### src/rtl/denorm_pkg.sv
// Package: shared constants and helpers for the station-ID denormalizer.
// Assumes the fixed layout with channel gaps from bit 8, die gaps from bit 12
// and the extra channel gap at bit 14.
package denorm_pkg;
    localparam int GAP_BASE  = 8;              // required interleave start bit
    localparam int CH_MAX    = 4;              // channel bits below the die field
    localparam int DIE_POS   = GAP_BASE + CH_MAX;
    localparam int XTRA_POS  = GAP_BASE + 6;   // extra channel bit for 32 channels
    localparam int ID_W      = 7;              // swizzled station ID width
    localparam int NUM_STN   = 32;             // entries in the station table
    localparam int STN_IDX_W = $clog2(NUM_STN);

    typedef logic [ID_W-1:0] stn_id_t;

    // Physical-to-logical station map: groups of four are reversed inside each half.
    function automatic logic [STN_IDX_W-1:0] phys_to_log(input logic [STN_IDX_W-1:0] phys);
        return {phys[4], ~phys[3:2], phys[1:0]};
    endfunction
endpackage

### src/rtl/denorm_stn_swizzle.sv
// Module: builds the swizzled 7-bit station ID from the instance number.
// Assumes inst_id indexes a 32-entry fixed table; larger values are flagged.
module denorm_stn_swizzle
    import denorm_pkg::*;
#(
    parameter int FID_W  = 12,
    parameter int NODE_W = 4,
    parameter int INST_W = 6,
    parameter int SH_W   = 4
) (
    input  logic [INST_W-1:0] inst_id,
    input  logic [NODE_W-1:0] node_id,
    input  logic [SH_W-1:0]   node_shift,
    input  logic [FID_W-1:0]  base_fid,
    input  logic [FID_W-1:0]  die_mask,
    input  logic [SH_W-1:0]   die_shift,
    output stn_id_t           stn_id,
    output logic              inst_err
);
    logic [FID_W-1:0] log_fid;
    logic [FID_W-1:0] rel_fid;
    logic [FID_W-1:0] die_field;
    logic [1:0]       die_id;

    // Range check on the instance number.
    always_comb begin
        inst_err = (32'(inst_id) >= NUM_STN);
    end

    // Logical fabric ID, base removal and die extraction.
    always_comb begin
        log_fid   = FID_W'(phys_to_log(inst_id[STN_IDX_W-1:0]))
                  | (FID_W'(node_id) << node_shift);
        rel_fid   = log_fid - base_fid;
        die_field = (rel_fid & die_mask) >> die_shift;
        die_id    = die_field[1:0];
    end

    // Swizzle: stack bit on top, die in the middle, channel at the bottom.
    always_comb begin
        stn_id = {rel_fid[4], die_id, rel_fid[3:0]};
    end
endmodule

### src/rtl/denorm_gap_opener.sv
// Module: widens the normalized address by opening the channel, die and extra
// gaps in that order, and reports which of bits 8..14 are gaps.
// Assumes the count codes are checked here; invalid codes raise cnt_err.
module denorm_gap_opener
    import denorm_pkg::*;
#(
    parameter int ADDR_W = 52
) (
    input  logic [ADDR_W-1:0] norm_addr,
    input  logic [2:0]        chan_log2,
    input  logic [1:0]        die_log2,
    output logic [ADDR_W-1:0] wide_addr,
    output logic [ID_W-1:0]   gap_mask,
    output logic              cnt_err
);
    logic [2:0]        ch_bits;
    logic              xtra;
    logic [ADDR_W-1:0] after_ch;
    logic [ADDR_W-1:0] after_die;

    // Shift bits at and above pos up by cnt, keeping the lower bits.
    function automatic logic [ADDR_W-1:0] open_gap(input logic [ADDR_W-1:0] a,
                                                   input int unsigned pos,
                                                   input int unsigned cnt);
        logic [ADDR_W-1:0] keep;
        keep = (ADDR_W'(1) << pos) - ADDR_W'(1);
        return ((a >> pos) << (pos + cnt)) | (a & keep);
    endfunction

    // Decode the count codes.
    always_comb begin
        cnt_err = (chan_log2 < 3'd3) || (chan_log2 > 3'd5) || (die_log2 > 2'd2);
        ch_bits = (chan_log2 > 3'(CH_MAX)) ? 3'(CH_MAX) : chan_log2;
        xtra    = (chan_log2 > 3'(CH_MAX));
    end

    // Open the three gaps in sequence.
    always_comb begin
        after_ch  = open_gap(norm_addr, GAP_BASE, 32'(ch_bits));
        after_die = open_gap(after_ch, DIE_POS, 32'(die_log2));
        wide_addr = xtra ? open_gap(after_die, XTRA_POS, 1) : after_die;
    end

    // Mark which of the ID positions are gaps.
    always_comb begin
        for (int k = 0; k < ID_W; k++) begin
            gap_mask[k] = (k < int'(ch_bits))
                       || ((k >= CH_MAX) && (k < CH_MAX + int'(die_log2)))
                       || ((k == XTRA_POS - GAP_BASE) && xtra);
        end
    end
endmodule

### src/rtl/denorm_id_insert.sv
// Module: writes station ID bit k into address bit GAP_BASE+k wherever that
// position is a gap; forces all ones on error.
module denorm_id_insert
    import denorm_pkg::*;
#(
    parameter int ADDR_W = 52
) (
    input  logic [ADDR_W-1:0] wide_addr,
    input  logic [ID_W-1:0]   gap_mask,
    input  stn_id_t           stn_id,
    input  logic              fail,
    output logic [ADDR_W-1:0] sys_addr
);
    logic [ADDR_W-1:0] mask_full;
    logic [ADDR_W-1:0] id_full;

    // Place the mask and ID at the gap base.
    always_comb begin
        mask_full = ADDR_W'(gap_mask) << GAP_BASE;
        id_full   = ADDR_W'(stn_id) << GAP_BASE;
    end

    // Merge or force the error value.
    always_comb begin
        if (fail) sys_addr = '1;
        else      sys_addr = (wide_addr & ~mask_full) | (id_full & mask_full);
    end
endmodule

### src/rtl/stn_denorm.sv
// Module: two-stage station-ID denormalizer. Stage 1 opens gaps and builds the
// swizzled ID; stage 2 inserts the ID and registers the result.
// Assumes one request per cycle at most, no backpressure.
module stn_denorm
    import denorm_pkg::*;
#(
    parameter int ADDR_W = 52,
    parameter int FID_W  = 12,
    parameter int NODE_W = 4,
    parameter int INST_W = 6,
    parameter int POS_W  = 6,
    parameter int SH_W   = 4
) (
    input  logic              clk,
    input  logic              rst_n,
    input  logic              in_valid,
    input  logic [ADDR_W-1:0] norm_addr,
    input  logic [2:0]        chan_log2,
    input  logic [1:0]        die_log2,
    input  logic [POS_W-1:0]  intlv_pos,
    input  logic [INST_W-1:0] inst_id,
    input  logic [NODE_W-1:0] node_id,
    input  logic [SH_W-1:0]   node_shift,
    input  logic [FID_W-1:0]  base_fid,
    input  logic [FID_W-1:0]  die_mask,
    input  logic [SH_W-1:0]   die_shift,
    output logic              out_valid,
    output logic [ADDR_W-1:0] sys_addr,
    output logic              err
);
    stn_id_t           id_c;
    logic              inst_err_c;
    logic [ADDR_W-1:0] wide_c;
    logic [ID_W-1:0]   mask_c;
    logic              cnt_err_c;
    logic              pos_err_c;

    logic              s1_valid;
    logic [ADDR_W-1:0] s1_addr;
    logic [ID_W-1:0]   s1_mask;
    stn_id_t           s1_id;
    logic              s1_fail;
    logic [ADDR_W-1:0] merged_c;

    denorm_stn_swizzle #(
        .FID_W(FID_W), .NODE_W(NODE_W), .INST_W(INST_W), .SH_W(SH_W)
    ) u_swz (
        .inst_id(inst_id), .node_id(node_id), .node_shift(node_shift),
        .base_fid(base_fid), .die_mask(die_mask), .die_shift(die_shift),
        .stn_id(id_c), .inst_err(inst_err_c)
    );

    denorm_gap_opener #(.ADDR_W(ADDR_W)) u_gap (
        .norm_addr(norm_addr), .chan_log2(chan_log2), .die_log2(die_log2),
        .wide_addr(wide_c), .gap_mask(mask_c), .cnt_err(cnt_err_c)
    );

    // Interleave start must sit at the fixed gap base.
    always_comb begin
        pos_err_c = (32'(intlv_pos) != GAP_BASE);
    end

    // Stage 1 registers: widened address, gap mask, ID and error.
    always_ff @(posedge clk) begin
        if (!rst_n) begin
            s1_valid <= 1'b0;
            s1_addr  <= '0;
            s1_mask  <= '0;
            s1_id    <= '0;
            s1_fail  <= 1'b0;
        end else begin
            s1_valid <= in_valid;
            s1_addr  <= wide_c;
            s1_mask  <= mask_c;
            s1_id    <= id_c;
            s1_fail  <= in_valid && (pos_err_c || inst_err_c || cnt_err_c);
        end
    end

    denorm_id_insert #(.ADDR_W(ADDR_W)) u_ins (
        .wide_addr(s1_addr), .gap_mask(s1_mask), .stn_id(s1_id),
        .fail(s1_fail), .sys_addr(merged_c)
    );

    // Stage 2 registers: final address and flags.
    always_ff @(posedge clk) begin
        if (!rst_n) begin
            out_valid <= 1'b0;
            sys_addr  <= '0;
            err       <= 1'b0;
        end else begin
            out_valid <= s1_valid;
            sys_addr  <= merged_c;
            err       <= s1_valid && s1_fail;
        end
    end
endmodule

### config.mk
export PLATFORM = sky130hd
export DESIGN_NAME = stn_denorm
export DESIGN_NICKNAME = d
export VERILOG_FILES = /design/src/rtl/denorm_pkg.sv /design/src/rtl/denorm_stn_swizzle.sv /design/src/rtl/denorm_gap_opener.sv /design/src/rtl/denorm_id_insert.sv /design/src/rtl/stn_denorm.sv
export SDC_FILE = /design/constraint.sdc
export NUM_CORES = 1
export LEC_CHECK = 0
export BUFFER_PORTS_ARGS = -buffer_cell sky130_fd_sc_hd__buf_2
export CAP_MARGIN = 20
export CORE_MARGIN = 5
export CORE_UTILIZATION = 30
export DETAILED_ROUTE_END_ITERATION = 8
export SLEW_MARGIN = 20
export SYNTH_ARGS = -nofsm -noshare
export SYNTH_HDL_FRONTEND = slang
export SYNTH_SLANG_ARGS = --single-unit
export TNS_END_PERCENT = 50
### constraint.sdc
create_clock -name clk -period 3.1 [get_ports clk]
set_input_delay 0.155 -clock clk [delete_from_list [all_inputs] [get_ports clk]]
set_output_delay 0.155 -clock clk [all_outputs]
set_load 0.01 [all_outputs]
# Word level (Yosys, flattened, before mapping)
# Index checks and enable logic that the tools add are counted.
[word_totals]
ff_bits = 122
input_bits = 108
output_inout_bits = 54
elab_cells = 55
[op_classes]
addsub = 4
n_lt_le_gt_ge = 15
eq_ne = 1
n_shift = 4
mux = 3
bitwise = 10
n_reduce_logical = 10
[ops]
columns = ["op", "count"]
rows = [
  ["$mux 52", 2],
  ["$and 52x52->52", 1],
  ["$not 15->52", 1],
  ["$or 52x12->52", 1],
  ["$or 52x14->52", 1],
  ["$or 52x15->52", 1],
  ["$or 52x8->52", 1],
  ["$shl 40x32->52", 1],
  ["$shl 44x32->52", 1],
  ["$lt 4x32->1 const A", 1],
  ["$and 15x15->15", 1],
  ["$and 12x12->12", 1],
  ["$or 5x12->12", 1],
  ["$shl 4x4->12", 1],
  ["$shr 12x4->2", 1],
  ["$sub 12x12->12", 1],
  ["$lt 3x3->1 const A", 3],
  ["$logic_or 1x1->1", 8],
  ["$lt 3x4->1 const A", 2],
  ["$ge 6x6->1 const B", 1],
  ["$gt 3x3->1 const B", 2],
  ["$lt 1x3->1 const A", 2],
  ["$lt 2x3->1 const A", 2],
  ["$ne 6x4->1 const B", 1],
  ["8 further kinds", 9],
]

# Longest topological paths before layout
[logic_depth]
depth_word = 9
ltp_mapped = 15
depth_no_buf = 14

# Modules after synthesis
# Synthesis repeated with hierarchy kept, for this count alone.
[unflattened]
hier_cells = 954
hier_area_um2 = 8419.3
[modules_own_cells]
columns = ["mod", "instances", "cells_each", "area_per_inst_um2", "seq_area_each_um2"]
rows = [
  ["denorm_gap_opener", 1, 452, 3523.4, 0.0],
  ["stn_denorm", 1, 259, 3305.7, 2442.3],
  ["denorm_stn_swizzle", 1, 179, 1147.4, 0.0],
  ["denorm_id_insert", 1, 64, 442.9, 0.0],
]

# Worst setup path after synthesis
# Ideal clock, no wire load.
[synth_path]
path_type = "input -> register"
startpoint = "in node_shift[0]"
endpoint = "reg s1_id[4]"
setup_time_ns = 0.101
arrival_time_ns = 2.770
required_ns = 2.999
setup_slack_ns = 0.229
path_stages = 13
n_path_buf = 1
path_cell_list = "mux2_2 o21ai_0 mux2_2 nor2_1 ha_1 clkbuf_1 and3_1 and3_1 a21o_1 o41ai_1 mux2i_1 nor3_1 o41ai_1"
[synth_via]
elab_chain_len = 5
[synth_lines]
columns = ["element", "line_no", "rtl"]
rows = [
  ["start, declared", "stn_denorm.sv:23", "input logic [SH_W-1:0] node_shift,"],
  ["$shl 4x4->12", "denorm_stn_swizzle.sv:33", "| (FID_W'(node_id) << node_shift);"],
  ["$or 5x12->12", "denorm_stn_swizzle.sv:33", ""],
  ["$sub 12x12->12", "denorm_stn_swizzle.sv:34", "rel_fid = log_fid - base_fid;"],
  ["$and 12x12->12", "denorm_stn_swizzle.sv:35", "die_field = (rel_fid & die_mask) >> die_shift;"],
  ["$shr 12x4->2", "denorm_stn_swizzle.sv:35", ""],
  ["end signal, assigned", "stn_denorm.sv:75", "s1_id <= id_c;"],
  ["end, declared", "stn_denorm.sv:41", "stn_id_t s1_id;"],
]
# No other way between the ends.
# A chain may end at the register's enable or synchronous reset.

# Final worst setup path
[layout_path]
startpoint = "in node_shift[0]"
endpoint = "reg s1_id[5]"
# The elaborated chain is that of the path after synthesis.

==> impl_metrics.py <==
metrics = {
    "run_status": {
        "run_status": "complete, no violations",
    },
    "clock_tree": {
        "numCtsBuffers": 17,
        "cts_tree": "built",
        "cts_max_level": 4,
        "post_cts_resize_count": 0,
        "cts_buffer_depth": 2,
        "root_buffer": "clkbuf_16",
        "cts_post_setup_buffers_inserted": 0,
        "cts_hold_buf": 9,
        "clock-sinks": 122,
        "clk_pin_slew_ns": 0.06,
        "clock_latency_ns": 0.40,
    },
    "sta": {
        "finalMaxSlewViolations": 0,
        "worst_slack_ns": 0.393,
        "fin_worst_skew_ns": 0.00686,
        "worst_pin_slew_ns": 1.00,
        "fin_crit_ns": 2.71,
        "setup_tns_ns": 0,
        "finalSetupViolations": 0,
        "finalHoldViolations": 0,
        "grt_setup_unrepaired": "no",
        "period_share_pct": 87.3,
        "fmax_ghz": 0.369,
        "max_slew_margin_pct": 33.3,
    },
    "yosys": {
        "synthXorXnorAreaFrac_pct": 0.848,
        "synth.distinct_cells": 61,
        "synth_edf_count": 0,
        "yosys.area_share.simple_pct": 16.5,
        "synthMuxAreaShare_pct": 23.3,
        "synthArstFlopShare_pct": 0,
        "ys_ff_latch": 122,
        "synth-seq-area-share_pct": 33.8,
        "syn_area_per_cell_um2": 8.51,
        "synth_ff_type": "dfxtp_1",
        "syn_inst": 849,
        "synthAdderAreaFrac_pct": 2.18,
        "synth.cell_area_mm2": 0.00723,
        "synth_top_family_by_area": "multiplexers",
        "syn_nets": 969,
        "synth_compound_area_share_pct": 18.1,
        "yosys_warnings": 0,
    },
    "hold_path": {
        "hp-start": "norm_addr[8]",
        "holdPathStages": 2,
        "worst_hold_path_type": "input pin to register",
        "min_to": "s1_addr[8]",
    },
    "pwr": {
        "total_power_mw": 4.51,
        "p_leak_nw": 4.14,
        "power_density_mw_per_mm2": 505,
        "ir_drop_v": 0.000295,
    },
    "routing": {
        "firstDrtPassIters": 5,
        "routed_wirelength_mm": 19.5,
        "vias": 6248,
        "drc_errors": 0,
        "dr.first_iter.drc_count": 307,
        "ant_nets": 0,
        "vias_per_cell": 4.71,
        "wl_per_cell_um": 14.7,
    },
    "critical_path": {
        "critPathCaptureType": "register",
        "path_cells": "buf_2 -> mux2_2 -> o21ai_0 -> buf_4 -> o31ai_1 -> ha_1 -> o21a_1 -> o31a_1 -> o41ai_2 -> mux2i_1 -> a31oi_1 -> mux4_2 -> o22ai_1",
        "start_kind": "input pin",
        "critical_path_class": "input pin to register",
        "cp_slowest_cell": "mux4_2",
        "cpPeakStageDelay_ns": 0.47,
        "r2r_start": "s1_fail",
        "critPathMaxFanout": 6,
        "arrival_ns": 3.04,
        "r2r_slack_ns": 1.96,
        "r2r_cells": 3,
        "required_ns": 3.43,
        "crit-reg2reg-capture": "sys_addr[42]",
    },
    "placement": {
        "place_inst": 1283,
        "post-place-ws_ns": -0.00905,
        "gp_congestion": 0.875,
        "port_buffers": 161,
        "place_hpwl_mm": 15.1,
    },
    "cells_and_area": {
        "drive_above_1_share_pct": 25.4,
        "nets": 1112,
        "fin_util_pct": 37.8,
        "instances_no_fill": 1326,
        "layout_commonest_cell": "buf_2",
        "area_growth_pct": 23.5,
        "final_cell_mix": "buf_2 (161), nor2_1 (146), dfxtp_1 (122)",
        "n_fill_cell": 2488,
    },
    "global_routing": {
        "grt_overflow": 0,
        "antenna_found_initial": 7,
        "grt_max_degree": 63,
        "grt_pass1_wl_mm": 30.9,
        "grt_pass1_vias": 5938,
        "grtUsageTotal_pct": 14.0,
    },
    "run": {
        "maxCapViolations": 0,
    },
    "floorplan": {
        "design.core.area_mm2": 0.0236,
        "std_cell_rows": 56,
        "initial_utilization_pct": 30.6,
        "ios": 162,
        "die_h_um": 165,
        "die_w_um": 165,
        "die-area_mm2": 0.0273,
    },
}
worst max path at each step:
stage                  start        to  slack [ns]  depth (start not counted)
5_1_grt        node_shift[0]  s1_id[5]        0.24                         13
3_3_place_gp   node_shift[0]  s1_id[5]        0.04                         13
3_5_place_dp   node_shift[0]  s1_id[5]      -0.009                         13
2_1_floorplan  node_shift[0]  s1_id[4]        0.23                         13
6_report       node_shift[0]  s1_id[5]        0.39                         13
4_1_cts        node_shift[0]  s1_id[5]        0.41                         13
where the power goes:
| part | total, mW | leakage, nW | internal [mW] | switching, mW |
|---|---|---|---|---|
| registers | 1.74 | 1.01 | 1.71 | 0.0358 |
| logic | 1.01 | 2.87 | 0.451 | 0.560 |
| clock network | 1.75 | 0.259 | 1.04 | 0.710 |
routing by layer:
metal | wire (um) | part of all wire, % | up-vias | GRT usage [%]
met5 | 69 | 0.35 | - | 0
met4 | 315 | 1.6 | 10 | 4.27
met1 | 9370 | 48 | 2770 | 19.5
li1 | - | - | 3304 | -
met2 | 8540 | 44 | 136 | 21.3
met3 | 1160 | 6.0 | 28 | 3.40
synth_stat cells, drive strengths merged, types with 11 or more instances:
library cell / instances / area, um2
a211oi: 12 / 90.1
o21ai: 42 / 210
and2: 16 / 100
mux2: 36 / 405
buf: 27 / 156
ha: 11 / 138
mux2i: 114 / 1140
dfxtp: 122 / 2440
a22o: 30 / 263
nand2: 56 / 210
inv: 22 / 82.6
nor2: 146 / 548
clkbuf: 39 / 146
a21oi: 48 / 240
nor2b: 11 / 76.3
registers in the layout (all words and copies together) (netlist names):
register,count
sys_addr,52
s1_mask,7
out_valid,1
err,1
s1_valid,1
s1_id,7
s1_fail,1
s1_addr,52
worst max-delay path, delay by kind of cell:
family / cells / cell delay [ns]
muxes: 3 / 1.14
AOI/OAI and AO/OA: 7 / 1.11
adders and majority gates: 1 / 0.35
buffers and inverters: 2 / 0.29
per-stage QoR:
step                      instance area (um2)  hold slack [ns]
final                                    8920           0.0780
after global routing                     8920           0.0856
after CTS                                8920           0.0620
after detailed placement                 8290            0.366
after global placement                   8290            0.365
after floorplan                          7230            0.270
logic make-up after synthesis:
logic type,after synthesis
and+or+nand+nor,270
adders and majority gates,12
xor gates and xnor gates,7
muxes,156
DFF,122
buffers and inverters,88
AOI/OAI and AO/OA,194
layout make-up:
type                    count  area, um2  share of cell area (%)
diodes                      3       7.51                  0.0841
clock buffers              18        439                    4.92
clock inverters            13       95.1                    1.07
inverters                  22       82.6                   0.925
multi-input cells         639       4400                    49.3
flip-flops and latches    122       2440                    27.4
well taps                 319        399                    4.47
repair buffers            190       1060                    11.9
Note: power is estimated with default switching activity, not from simulation.
